`src/rtl/sdio_irq_pkg.sv`:
```
package sdio_irq_pkg;

    typedef enum logic [1:0] {
        W_OPEN = 2'd0,
        W_BUSY = 2'd1,
        W_GAP  = 2'd2
    } win_state_e;

    typedef enum logic {
        F_IDLE = 1'b0,
        F_PEND = 1'b1
    } flag_state_e;

endpackage

```
`src/rtl/sdio_irq_sync.sv`:
```
module sdio_irq_sync #(
    parameter int STAGES = 2
) (
    input  logic clk,
    input  logic rst_n,
    input  logic d_i,
    output logic q_o
);

    logic [STAGES-1:0] stage_q;

    genvar g;
    generate
        for (g = 0; g < STAGES; g++) begin : g_stage
            if (g == 0) begin : g_first
                always_ff @(posedge clk or negedge rst_n) begin
                    if (!rst_n) stage_q[0] <= 1'b1;
                    else        stage_q[0] <= d_i;
                end
            end else begin : g_next
                always_ff @(posedge clk or negedge rst_n) begin
                    if (!rst_n) stage_q[g] <= 1'b1;
                    else        stage_q[g] <= stage_q[g-1];
                end
            end
        end
    endgenerate

    assign q_o = stage_q[STAGES-1];

endmodule

```
`src/rtl/sdio_irq_window.sv`:
```
module sdio_irq_window
    import sdio_irq_pkg::*;
#(
    parameter int GAP_CYCLES = 2,
    localparam int CNT_W = (GAP_CYCLES > 1) ? $clog2(GAP_CYCLES + 1) : 1
) (
    input  logic clk,
    input  logic rst_n,
    input  logic mode_4b_i,
    input  logic pkt_done_i,
    input  logic cmd_end_i,
    input  logic cmd_has_data_i,
    output logic open_o
);

    localparam logic [CNT_W-1:0] GAP_LAST = CNT_W'(GAP_CYCLES - 1);

    win_state_e       state_q, state_d;
    logic [CNT_W-1:0] cnt_q, cnt_d;
    logic             mode_q;
    logic             mode_chg;
    logic             data_cmd;

    assign mode_chg = (mode_4b_i != mode_q);
    assign data_cmd = cmd_end_i && cmd_has_data_i;

    // State register
    always_ff @(posedge clk or negedge rst_n) begin
        if (!rst_n) begin
            state_q <= W_OPEN;
            cnt_q   <= '0;
            mode_q  <= 1'b0;
        end else begin
            state_q <= state_d;
            cnt_q   <= cnt_d;
            mode_q  <= mode_4b_i;
        end
    end

    // Next-state logic
    always_comb begin
        state_d = state_q;
        cnt_d   = cnt_q;
        if (mode_chg) begin
            state_d = W_OPEN;
            cnt_d   = '0;
        end else begin
            unique case (state_q)
                W_OPEN: begin
                    if (data_cmd) state_d = W_BUSY;
                end
                W_BUSY: begin
                    if (pkt_done_i) begin
                        state_d = W_GAP;
                        cnt_d   = '0;
                    end
                end
                W_GAP: begin
                    if (data_cmd) begin
                        state_d = W_BUSY;
                        cnt_d   = '0;
                    end else if (cnt_q == GAP_LAST) begin
                        state_d = W_OPEN;
                        cnt_d   = '0;
                    end else begin
                        cnt_d = cnt_q + 1'b1;
                    end
                end
                default: begin
                    state_d = W_OPEN;
                    cnt_d   = '0;
                end
            endcase
        end
    end

    // Output logic
    always_comb begin
        open_o = (!mode_4b_i) || (state_q == W_OPEN);
    end

    // a mode change returns the window to open with a cleared counter
    a_r8_mode_reset: assert property (@(posedge clk) disable iff (!rst_n)
        mode_chg |=> (state_q == W_OPEN && cnt_q == '0));

    // a busy window stays closed until the packet completes
    a_r6_busy_holds: assert property (@(posedge clk) disable iff (!rst_n)
        (!mode_chg && state_q == W_BUSY && !pkt_done_i) |=> (state_q == W_BUSY));

    // packet completion starts the gap
    a_r7_gap_entry: assert property (@(posedge clk) disable iff (!rst_n)
        (!mode_chg && state_q == W_BUSY && pkt_done_i) |=> (state_q == W_GAP));

    // a command without data keeps an open window open
    a_r6_nodata_ignored: assert property (@(posedge clk) disable iff (!rst_n)
        (!mode_chg && state_q == W_OPEN && !data_cmd) |=> (state_q == W_OPEN));

endmodule

```
`src/rtl/sdio_irq_flag.sv`:
```
module sdio_irq_flag
    import sdio_irq_pkg::*;
#(
    parameter int N_IRQ = 4,
    localparam int SEL_W = (N_IRQ > 1) ? $clog2(N_IRQ) : 1
) (
    input  logic             clk,
    input  logic             rst_n,
    input  logic             dat1_s_i,
    input  logic             win_open_i,
    input  logic             clr_i,
    input  logic             en_i,
    input  logic [SEL_W-1:0] sel_i,
    output logic             flag_o,
    output logic [N_IRQ-1:0] irq_o
);

    flag_state_e state_q, state_d;

    // State register
    always_ff @(posedge clk or negedge rst_n) begin
        if (!rst_n) state_q <= F_IDLE;
        else        state_q <= state_d;
    end

    // Next-state logic
    always_comb begin
        state_d = state_q;
        unique case (state_q)
            F_IDLE: begin
                if (!clr_i && win_open_i && !dat1_s_i) state_d = F_PEND;
            end
            F_PEND: begin
                if (clr_i) state_d = F_IDLE;
            end
            default: state_d = F_IDLE;
        endcase
    end

    // Output logic
    always_comb begin
        flag_o = (state_q == F_PEND);
    end

    genvar g;
    generate
        for (g = 0; g < N_IRQ; g++) begin : g_line
            assign irq_o[g] = flag_o && en_i && (sel_i == SEL_W'(g));
        end
    endgenerate

    // a clear always wins over a detection in the same cycle
    a_r4_clear_wins: assert property (@(posedge clk) disable iff (!rst_n)
        clr_i |=> !flag_o);

    // a pending flag holds until cleared
    a_r3_sticky: assert property (@(posedge clk) disable iff (!rst_n)
        (flag_o && !clr_i) |=> flag_o);

    // a closed window cannot raise the flag
    a_r6_closed_ignored: assert property (@(posedge clk) disable iff (!rst_n)
        (!flag_o && !win_open_i) |=> !flag_o);

    // never more than one line driven
    a_r9_onehot: assert property (@(posedge clk) disable iff (!rst_n)
        $onehot0(irq_o));

endmodule

```
`src/rtl/sdio_irq_detect.sv`:
```
module sdio_irq_detect
    import sdio_irq_pkg::*;
#(
    parameter int N_IRQ       = 4,
    parameter int SYNC_STAGES = 2,
    parameter int GAP_CYCLES  = 2,
    localparam int SEL_W = (N_IRQ > 1) ? $clog2(N_IRQ) : 1
) (
    input  logic             clk,
    input  logic             rst_n,
    input  logic             dat1_i,
    input  logic             mode_4b_i,
    input  logic             pkt_done_i,
    input  logic             cmd_end_i,
    input  logic             cmd_has_data_i,
    input  logic             irq_en_i,
    input  logic             irq_clr_i,
    input  logic [SEL_W-1:0] irq_sel_i,
    output logic             card_irq_o,
    output logic [N_IRQ-1:0] irq_o
);

    logic dat1_s;
    logic win_open;

    sdio_irq_sync #(
        .STAGES (SYNC_STAGES)
    ) u_sync (
        .clk   (clk),
        .rst_n (rst_n),
        .d_i   (dat1_i),
        .q_o   (dat1_s)
    );

    sdio_irq_window #(
        .GAP_CYCLES (GAP_CYCLES)
    ) u_window (
        .clk            (clk),
        .rst_n          (rst_n),
        .mode_4b_i      (mode_4b_i),
        .pkt_done_i     (pkt_done_i),
        .cmd_end_i      (cmd_end_i),
        .cmd_has_data_i (cmd_has_data_i),
        .open_o         (win_open)
    );

    sdio_irq_flag #(
        .N_IRQ (N_IRQ)
    ) u_flag (
        .clk        (clk),
        .rst_n      (rst_n),
        .dat1_s_i   (dat1_s),
        .win_open_i (win_open),
        .clr_i      (irq_clr_i),
        .en_i       (irq_en_i),
        .sel_i      (irq_sel_i),
        .flag_o     (card_irq_o),
        .irq_o      (irq_o)
    );

    // a steered line is only ever high with a pending flag behind it
    a_r10_line_has_flag: assert property (@(posedge clk) disable iff (!rst_n)
        (irq_o != '0) |-> card_irq_o);

    // in 1-bit mode the flag rises only after DAT1 was seen low
    a_r2_rise_needs_low: assert property (@(posedge clk) disable iff (!rst_n)
        $rose(card_irq_o) |-> !$past(dat1_s));

endmodule

```
`config.mk`:
```
export PLATFORM = sky130hd
export DESIGN_NAME = sdio_irq_detect
export DESIGN_NICKNAME = d
export VERILOG_FILES = /design/src/rtl/sdio_irq_pkg.sv /design/src/rtl/sdio_irq_sync.sv /design/src/rtl/sdio_irq_window.sv /design/src/rtl/sdio_irq_flag.sv /design/src/rtl/sdio_irq_detect.sv
export SDC_FILE = /design/constraint.sdc
export NUM_CORES = 1
export LEC_CHECK = 0
export BUFFER_PORTS_ARGS = -buffer_cell sky130_fd_sc_hd__buf_2
export CAP_MARGIN = 40
export CORE_AREA = 2 2 39 41
export DETAILED_ROUTE_END_ITERATION = 10
export DIE_AREA = 0 0 41 43
export SLEW_MARGIN = 25
export SYNTH_ARGS = -nofsm -noshare
export SYNTH_HDL_FRONTEND = slang
export SYNTH_SLANG_ARGS = --single-unit
```
`constraint.sdc`:
```
create_clock -name clk -period 1.25 [get_ports clk]
set_clock_uncertainty 0.1 [all_clocks]
set_input_delay 0.1875 -clock clk [delete_from_list [all_inputs] [get_ports clk]]
set_output_delay 0.1875 -clock clk [all_outputs]
set_load 0.02 [all_outputs]
```
; ---- After elaboration in Yosys (flattened, before gate mapping)
; Index checks and enable logic that the tools add are counted.
[classes]
n_addsub = 1
eq_ne = 11
mux = 14
bitwise_logic = 1
reduce_logical = 16
[ops]
columns = operator, n
row1 = 2-bit two-way mux, 9
row2 = 2-bit one-hot mux with 3 select lines, 2
row3 = 1-bit logical AND, 8
row4 = "2-bit by 1-bit equality test with 1-bit output, second input constant", 3
row5 = "2-bit equality test, second input constant", 3
row6 = 2-bit zero test, 2
row7 = "4-bit by 1-bit != test with 1-bit output, second input constant", 1
row8 = 1-bit zero test, 3
row9 = "3-bit by 1-bit != test with 1-bit output, second input constant", 1
row10 = "3-bit by 2-bit != test with 1-bit output, second input constant", 1
row11 = 3-bit AND reduction, 1
row12 = "2-bit by 1-bit adder with 2-bit output, second input constant", 1
row13 = 1-bit two-way mux, 2
row14 = "2-bit by 1-bit != test with 1-bit output, second input constant", 1
row15 = 1-bit one-hot mux with 2 select lines, 1
row16 = 2-bit AND reduction, 1
row17 = 1-bit logical OR, 1
row18 = 1-bit != test, 1
row19 = 1-bit NOT, 1
[word_totals]
regBits = 8
input_bits = 11
output_inout_bits = 5

; ---- Logic depth before layout (Yosys ltp)
; Gate-level depths: netlist of the first run.
[depth]
word_depth = 6
depth_mapped = 3
mapped_depth_nobuf = 3

; ---- Cells and area by module
; From an unflattened synthesis of the first run, not the netlist that was laid out.
[hier_totals]
hier_cells = 35
area_unflattened_um2 = 370.4
[by_module_without_submodules]
columns = module, instances, cells_each, area_per_inst_um2, seq_area_each_um2
row1 = sdio_irq_window, 1, 22, 232.7, 125.1
row2 = sdio_irq_flag, 1, 11, 85.1, 25.0
row3 = sdio_irq_sync, 1, 2, 52.6, 52.6

; ---- Least setup slack after synthesis of the first run
; OpenSTA, ideal clock, no wires.
[synth_path]
path_type = register to output
start = register u_flag.state_q (netlist: u_flag.flag_o)
end = output port irq_o[0]
arrival_ns = 1.025
setup_slack_ns = -0.063
stages_incl_launch_ff = 3
path_buffers = 0
cell_sequence = dfrtp_1 -> nand2_1 -> nor3_1
[synth_via]
elab_chain_len = 2
[synth_lines]
columns = item, line_no
row1 = "start, declared", sdio_irq_flag.sv:18  ; flag_state_e state_q, state_d;
row2 = "start signal, assigned", sdio_irq_flag.sv:23  ; else state_q <= state_d;
row3 = 1-bit logical AND (2 in series), sdio_irq_flag.sv:48  ; assign irq_o[g] = flag_o && en_i && (sel_i == SEL_W'(g));
row4 = "end, declared", sdio_irq_detect.sv:20  ; output logic [N_IRQ-1:0] irq_o
; No other way between the ends.

; ---- Worst setup path in the final report of the first run
[layout_path]
start = register u_flag.state_q (netlist: u_flag.flag_o)
end = output port irq_o[1]
; The elaborated chain is that of the path after synthesis.

==> metrics.txt, run 1 <==
CTS tree=done; routability cong.=0.668; Clk pin slew, worst setup/hold paths=0.06 ns; Max Slew Vio Count=0; root buffer cell=clkbuf_4; vias in the first global route=301; Worst slew margin=0.814; Vias/cell=4.43; CP peak stage delay=0.39 ns; endpoints failing setup=4; CTS sink count=8; unrepaired setup endpoints after global routing=yes; # diodes=0; ratio of final minimum period to clock period=1.02; first-pass GRT wire length=1120 um; min cycle time layout=1.28 ns; clock network power share=0.354; wirelength, routed=746 um; Final Hold Vio Count=0; Req. time, crit path=0.96 ns; sequential share of power=0.487; total power=0.587 mW; slew of the pin with the lowest slew margin=0.278 ns; largest net degree at the start of global routing=9; Bufs and invs on worst path=1; flop and latch count out of synthesis=8; leak pwr=0.268 nW; Worst Setup Slack, final=-0.0268 ns; Initial DRT Pass Iterations=1; CTS buffer count=3; Synthesis Warnings=0; Synth area leader=dfrtp_1; Yosys cell types=17; CP endpoint kind=output port; Post-DP Area=450 um^2; die width=41 um; maximum VDD drop=0.450 mV; syn_nets=45; clock buffer depth=2; Core Area=1380 um^2; pwr/cell area=1050 nW/um^2; Crit path max-delay family=flip-flops; crit path max-delay cell type=dfrtp_1; violated checks=negative setup slack; Max Freq=783 MHz; switching power=0.141 mW; post-synthesis sequential area ratio=0.570; pre-CTS WS=0.0946 ns; area of the mapped netlist=355 um^2; max cap viols=0; Nets=71; worst path cell trace=nand2_2, nor3_2, buf_4; Top Ports=16; Die Ht=43 um; simple-gate portion of the synthesized area=0.257; wire length per cell=9.95 um; Yosys top cell area share=0.423; Residual DRC=0; FP Rows=14; Post-Synth XOR/XNOR Area=0.0458; Tot GR Track Use=0.0975; area share of fa/ha/maj cells after synthesis=0; htree depth=1; area grow syn2layout=56.7%; initial core utilization=0.257; number of port buffers=15; Arr. time, crit path=0.99 ns; most common cell after layout, fill and taps aside=buf_2; Int Power=0.446 mW; routed via count=332; Max FO, Critical Path=4; crit start category=flip-flop; Switching Share=0.240; DRT antenna net count=0; initial antenna violation count=0; GR Overflow Total=0; post-DP HPWL=519 um; share of layout cells above drive strength 1=0.458; DIE AREA=1760 um^2; Finished Cell Area=557 um^2; post-synthesis mux area share=0; status=finished with violations; critical path class=flip-flop to output port; Tightest Hold Check Type=primary input to flip-flop; iteration-0 DRC count of the detailed router=0; Synth area leaders=dfrtp_1, dfstp_2, xnor2_2; worst skew pair latency=0.25 ns; combinational fraction of design power=0.159; Syn Inst Count=34; Mean Syn Cell Area=10.5 um^2; most frequent cells in the layout=buf_2, buf_4, dfrtp_1, nor2_1, dlygate4sd3_1; combinational family with the most area after synthesis=simple AND/OR/NAND/NOR gates; Compound-Gate Fraction of Synth Area=0.106
through the flow:
stage / hold WS [ns] / instances / TNS (ns) / util
after floorplan: -0.208 / 34 / -0.126 / -
after global placement: -0.0626 / 65 / 0 / 0.325
after detailed placement: -0.0570 / 65 / 0 / 0.325
after CTS: 0.113 / 75 / -0.114 / 0.388
after global routing: 0.121 / 75 / -0.497 / 0.402
final: 0.124 / 75 / -0.0721 / 0.402
power by group through the flow:
stage	registers (mW)	clock network (mW)	logic (mW)
6_report	0.285	0.208	0.0933
5_1_grt	0.288	0.237	0.104
4_1_cts	0.285	0.223	0.0886
3_5_place_dp	0.290	0	0.0701
3_3_place_gp	0.290	0	0.0688
2_1_floorplan	0.291	0	0.0332
repair_timing:
action / 4_1_cts / 5_1_grt
endpoints found under the hold margin: 11 / 0
buffers inserted: 2 / 0
setup endpoints to repair: 4 / 5
hold buffers: 4 / 0
resized for setup: 2 / 6
pin swaps: 1 / 0
routing by layer:
metal	global-route usage	share of wire	vias up
li1	-	-	167
met1	0.103	0.42	151
met2	0.156	0.49	14
met3	0.0314	0.092	0
met4	0.0600	0	0
met5	0	0	-
cells in the mapped netlist (all sizes together):
master and instances:
dfrtp 6, nor2 4, o21ai 4, nand3 3, a21oi 2, dfstp 2
inv 2, nand2 2, nand4b 2, nor3 2, nand2b 1, nor2b 1
nor3b 1, o21a 1, xnor2 1
final timing paths:
path	slack [ns]	cells after the start	end	from
setup / recovery	-0.03	3	irq_o[1]	u_flag.flag_o
hold / removal	0.12	3	u_window.state_q[1]	pkt_done_i
setup reg to reg	0.09	3	u_window.cnt_q[1]	u_window.mode_q
hold reg to reg	0.26	0	u_sync.q_o	u_sync.stage_q[0]
max in group asynchronous	0.59	2	u_sync.q_o	rst_n
min in group asynchronous	0.21	2	u_window.state_q[1]	rst_n
state kept, by name (all words and copies together), names as in the netlist:
register	count
u_flag.flag_o	1
u_window.mode_q	1
u_window.cnt_q	2
u_window.state_q	2
u_sync.stage_q	1
u_sync.q_o	1
cell type report:
cell class	count	area (um^2)
inverters	2	7.51
multi-input cells	24	158
flip-flops and latches	8	203
fillers	137	827
repair buffers	21	143
clock buffers	4	26.3
well taps	16	20.0
worst register-to-register path: cells and delay by family, from the launching register on:
family           cells  cell delay, ns
AO/OA/AOI/OAI        1            0.15
XOR/XNOR             1            0.28
flip-flops           1            0.39
AND/OR/NAND/NOR      1            0.17
cells by family after synthesis:
group	after synthesis
AND/OR/NAND/NOR	16
AO/OA/AOI/OAI	7
buffers and inverters	2
flip-flops	8
XOR/XNOR	1
(Power assumes the default switching activity.)
==> run 2, diff against run 1 <==
- clock period: 1.25 -> 1.1 ns (I/O delays scaled with it)
==> run 2 against run 1 <==
The run still ends with negative setup slack left. Sequential share of layout area fell by 3.1 points. Utilization rose by 4.1 points. Critical path depth unchanged. Sequential power rose by 15%. Critical path type unchanged. Critical endpoint is now irq_o[0].
==> metrics.txt, run 2 (synthesis results as in run 1) <==
Final Hold Vio Count=0 (unchanged); most common cell after layout, fill and taps aside=buf_2; Worst slew margin=0.798 (-0.0161); post-DP HPWL=543 um (+4.6%); worst skew pair latency=0.25 ns (about the same); endpoints failing setup=7 (+3); area grow syn2layout=72.5%; vias in the first global route=346 (+15%); placed insts=66 (+1.5%); DRT antenna net count=0 (unchanged); first-pass GRT wire length=1250 um (+12%); Req. time, crit path=0.83 ns (-0.13 ns); Max Freq=792 MHz; Nets=72 (+1.4%); min cycle time layout=1.26 ns; worst setup path startpoint=u_flag.flag_o; HP Start=pkt_done_i; Vias/cell=4.54 (+2.5%); Tot GR Track Use=0.111 (+0.0132); Top Registers=u_window.cnt_q x2, u_window.state_q x2; crit path max-delay cell type=dfrtp_2; pwr/cell area=1140 nW/um^2 (+7.9%); Max FO, Critical Path=4 (unchanged); leak pwr=0.282 nW (+5.1%); ratio of final minimum period to clock period=1.15; maximum VDD drop=0.570 mV (+27%); CTS buffer count=3 (unchanged); Final Non-Filler Cells=76 (+1.3%); reg2reg setup slack=-0.04 ns (-0.13 ns); Post-DP Area=475 um^2 (+5.6%); slew of the pin with the lowest slew margin=0.303 ns (+0.0256 ns); critical path class=flip-flop to output port; violated checks=negative setup slack; Worst Setup Slack, final=-0.162 ns (-0.135 ns); Clk pin slew, worst setup/hold paths=0.06 ns (about the same); CTS tree=done; FP Rows=14 (unchanged); number of port buffers=15 (unchanged); root buffer cell=clkbuf_4; initial antenna violation count=0 (unchanged); pre-CTS WS=0.0310 ns (-0.0636 ns); hold_ws=0.144 ns (+0.0193 ns); setup TNS=-0.710 ns (-0.638 ns); Initial DRT Pass Iterations=1 (unchanged); largest net degree at the start of global routing=9 (unchanged); crit start category=flip-flop; routability cong.=0.746 (+12%); wire length per cell=11.3 um (+14%); CP peak stage delay=0.39 ns (about the same); share of layout cells above drive strength 1=0.567 (+0.109); clock buffer depth=2 (unchanged); # diodes=0 (unchanged); iteration-0 DRC count of the detailed router=0 (unchanged); most frequent cells in the layout=buf_2, buf_4, dfrtp_1, dlygate4sd3_1; GR Overflow Total=0 (unchanged); Top Ports=16 (unchanged); max cap viols=0 (unchanged); unrepaired setup endpoints after global routing=yes; Die Ht=43 um (unchanged); Residual DRC=0 (unchanged); Tightest Hold Check Type=primary input to flip-flop; Finished Cell Area=613 um^2 (+10%); Max Slew Vio Count=0 (unchanged); DIE AREA=1760 um^2 (unchanged); worst r2r src=u_window.mode_q; initial core utilization=0.257 (unchanged); worst path cell trace=nand2_2, nor3_2, buf_4; status=finished with violations; wirelength, routed=858 um (+15%); htree depth=1 (unchanged); CP endpoint kind=output port; die width=41 um (unchanged); Core Area=1380 um^2 (unchanged); fillcell total=136 (-0.73%); routed via count=345 (+3.9%); CTS sink count=8 (unchanged); Arr. time, crit path=1.00 ns (about the same)
[run 2: cell types whose count changed in the layout (fill, tap and decap cells not counted), sizes merged]
cell  previous run  this run
buf             17        18
[run 2: worst max-delay path: cells and delay by family (launching register included)]
kind | cells | cell delay [ns]
DFF | 1 | 0.39
buffers and inverters | 1 | 0.16
and+or+nand+nor | 2 | 0.20
[run 2: per-layer routing]
layer | up-vias | share of wire | GRT usage
met4 | 0 | 0 | 0.0800
met5 | - | 0 | 0
met2 | 12 | 0.58 | 0.188
met3 | 0 | 0.065 | 0.0366
met1 | 163 | 0.35 | 0.100
li1 | 170 | - | -
[run 2: metrics by stage]
step	util	power [mW]
floorplan	-	0.373
global placement	0.344	0.419
detailed placement	0.344	0.421
CTS	0.409	0.689
global route	0.443	0.753
finish	0.443	0.697
[run 2: final timing paths]
path,depth (start not counted),endpoint
max,3,irq_o[0]
min reg2reg,0,u_sync.q_o
min,3,u_window.state_q[1]
max reg2reg,4,u_window.cnt_q[0]
max in group asynchronous,2,u_sync.q_o
min in group asynchronous,2,u_window.mode_q
[run 2: cell type report]
type / count / area (um^2) / share of cell area
sequential: 8 / 204 / 0.333
multi-input combinational: 24 / 194 / 0.316
timing repair buffer: 22 / 161 / 0.263
clock buffer: 4 / 26.3 / 0.0429
tap: 16 / 20.0 / 0.0327
inverter: 2 / 7.51 / 0.0122
[run 2: what timing repair did]
action / in CTS / in global routing
pin swaps: 0 / 3
resized for setup: 6 / 9
setup endpoints to repair: 4 / 8
endpoints found under the hold margin: 11 / 0
setup buffers: 1 / 1
hold buffers: 4 / 0
[run 2: power by group]
| part | switching [mW] | total, mW | internal (mW) |
|---|---|---|---|
| logic | 0.0624 | 0.129 | 0.0666 |
| clock network | 0.102 | 0.240 | 0.139 |
| registers | 0.0148 | 0.327 | 0.313 |
==> run 3, diff against run 2 <==
- PLACE_DENSITY: not set -> 0.61
==> run 3 against run 2 <==
The run still ends with negative setup slack left. Highest routed layer is now met4. First-iteration DRC count grew 7. Cell area shrank 0.82%. Global-route usage shrank 0.20 points. Critical endpoint unchanged.
==> metrics.txt, run 3 (synthesis results as in run 1) <==
status=finished with violations; violated checks=negative setup slack; fillcell total=126 (-7.4%); Vias/cell=4.54 (unchanged); FF/Latch Area=204 um^2 (unchanged); area occupied by multi-input gates=189 um^2 (-2.6%); root buffer cell=clkbuf_4; Max Freq=815 MHz (+2.9%); share of layout cells above drive strength 1=0.550 (-0.0167); wire length per cell=10.5 um (-7.1%); iteration-0 DRC count of the detailed router=7 (+7); most common cell after layout, fill and taps aside=buf_2; endpoints failing setup=9 (+2); clock network power share=0.349 (+0.004); CTS tree=done; Initial DRT Pass Iterations=4 (+3); Bufs and invs on worst path=1 (unchanged); worst skew pair latency=0.26 ns (about the same); Final Hold Vio Count=0 (unchanged); Finished Cell Area=608 um^2 (-0.82%); first-pass GRT wire length=1230 um (-1.6%); die width=41 um (unchanged); setup TNS=-0.658 ns (+0.0524 ns); total power=0.696 mW (about the same); Residual DRC=0 (unchanged); number of port buffers=15 (unchanged); leak pwr=0.282 nW (about the same); Max FO, Critical Path=3 (-1); CTS buffer count=3 (unchanged); Nets=72 (unchanged); Hold Path Depth=3 (unchanged); vias in the first global route=336 (-2.9%); crit path max-delay cell type=dfrtp_2; largest net degree at the start of global routing=9 (unchanged); switching power=0.178 mW (-0.54%); worst path cell trace=nand2_2, nor3_2, buf_4; CP peak stage delay=0.38 ns (about the same); Worst slew margin=0.805 (+0.00676); Die Ht=43 um (unchanged); Crit path max-delay family=flip-flops; DIE AREA=1760 um^2 (unchanged); Tot GR Track Use=0.109 (-0.00203); htree depth=1 (unchanged); fin util=0.439 (-0.00362); area grow syn2layout=71.1%; Post-DP Area=475 um^2 (unchanged); initial core utilization=0.257 (unchanged); Top Registers=u_window.cnt_q x2, u_window.state_q x2; reg2reg setup slack=-0.05 ns (about the same); Arr. time, crit path=0.96 ns (-0.04 ns); GR Overflow Total=0 (unchanged); ratio of final minimum period to clock period=1.11 (-0.0325); DRT antenna net count=0 (unchanged); wirelength, routed=797 um (-7.1%); FP Rows=14 (unchanged); Clk pin slew, worst setup/hold paths=0.06 ns (about the same); maximum VDD drop=0.729 mV (+28%); max cap viols=0 (unchanged); Crit. path cell count=3 (unchanged); CP endpoint kind=output port; Top Ports=16 (unchanged); unrepaired setup endpoints after global routing=yes; Req. time, crit path=0.83 ns (about the same); routability cong.=0.709 (-5.0%); pwr/cell area=1150 nW/um^2 (+0.76%); most frequent cells in the layout=buf_2, buf_4, dfrtp_1, dlygate4sd3_1; CTS sink count=8 (unchanged); Tightest Hold Check Type=primary input to flip-flop; combinational fraction of design power=0.183 (-0.002); post-DP HPWL=555 um (+2.2%); initial antenna violation count=0 (unchanged); crit start category=flip-flop; sequential share of power=0.468 (-0.002); routed via count=345 (unchanged); Int Power=0.519 mW (+0.10%); clock buffer depth=2 (unchanged); Worst Reg-to-Reg Cells=4 (unchanged); Worst Setup Slack, final=-0.126 ns (+0.0358 ns); critical path class=flip-flop to output port; # diodes=0 (unchanged); min cycle time layout=1.23 ns (-0.0358 ns); Switching Share=0.255 (-0.00122); Core Area=1380 um^2 (unchanged); Max Slew Vio Count=0 (unchanged); slew of the pin with the lowest slew margin=0.292 ns (-0.0116 ns)
[run 3: final timing paths]
kind	from	end
max in group asynchronous	rst_n	u_sync.stage_q[0]
min	pkt_done_i	u_window.state_q[1]
min reg2reg	u_sync.stage_q[0]	u_sync.q_o
max	u_flag.flag_o	irq_o[0]
max reg2reg	u_window.mode_q	u_window.cnt_q[0]
min in group asynchronous	rst_n	u_window.mode_q
[run 3: layer usage]
| layer | global-route usage | wire length, um | vias to the layer above | share of wire |
|---|---|---|---|---|
| li1 | - | - | 169 | - |
| met1 | 0.103 | 306 | 159 | 0.38 |
| met2 | 0.178 | 400 | 15 | 0.50 |
| met3 | 0.0681 | 81 | 2 | 0.10 |
| met4 | 0.0400 | 8 | 0 | 0.010 |
| met5 | 0 | 0 | - | 0 |
[run 3: stage by stage]
step / hold WS (ns) / instances / setup slack, ns
2_1_floorplan: -0.231 / 34 / -0.00312
3_3_place_gp: -0.0866 / 66 / 0.0163
3_5_place_dp: -0.0820 / 66 / 0.000924
4_1_cts: 0.112 / 76 / -0.139
5_1_grt: 0.124 / 76 / -0.205
6_report: 0.119 / 76 / -0.126
[run 3: area by class of cell]
type                       instances  area share
sequential                         8       0.335
multi-input combinational         24       0.311
timing repair buffer              22       0.265
clock buffer                       4      0.0432
tap                               16      0.0329
inverter                           2      0.0123
[run 3: timing repair]
| action | CTS | global route |
|---|---|---|
| pin swaps | 4 | 2 |
| endpoints found under the hold margin | 11 | 0 |
| resized for setup | 9 | 5 |
| gates cloned | 0 | 0 |
| setup buffers | 2 | 0 |
| hold buffers | 4 | 0 |
| endpoints found under the setup margin | 7 | 8 |
[run 3: power groups by stage]
stage	logic (mW)	clock network, mW	registers (mW)
3_3_place_gp	0.0884	0	0.330
6_report	0.128	0.243	0.326
5_1_grt	0.139	0.265	0.328
4_1_cts	0.121	0.252	0.325
3_5_place_dp	0.0901	0	0.330
2_1_floorplan	0.0410	0	0.332
[run 3: worst min-delay path, stage by stage]
cell and delay [ns]:
buf_2 0.11, nand4b_1 0.10, o21ai_2 0.06
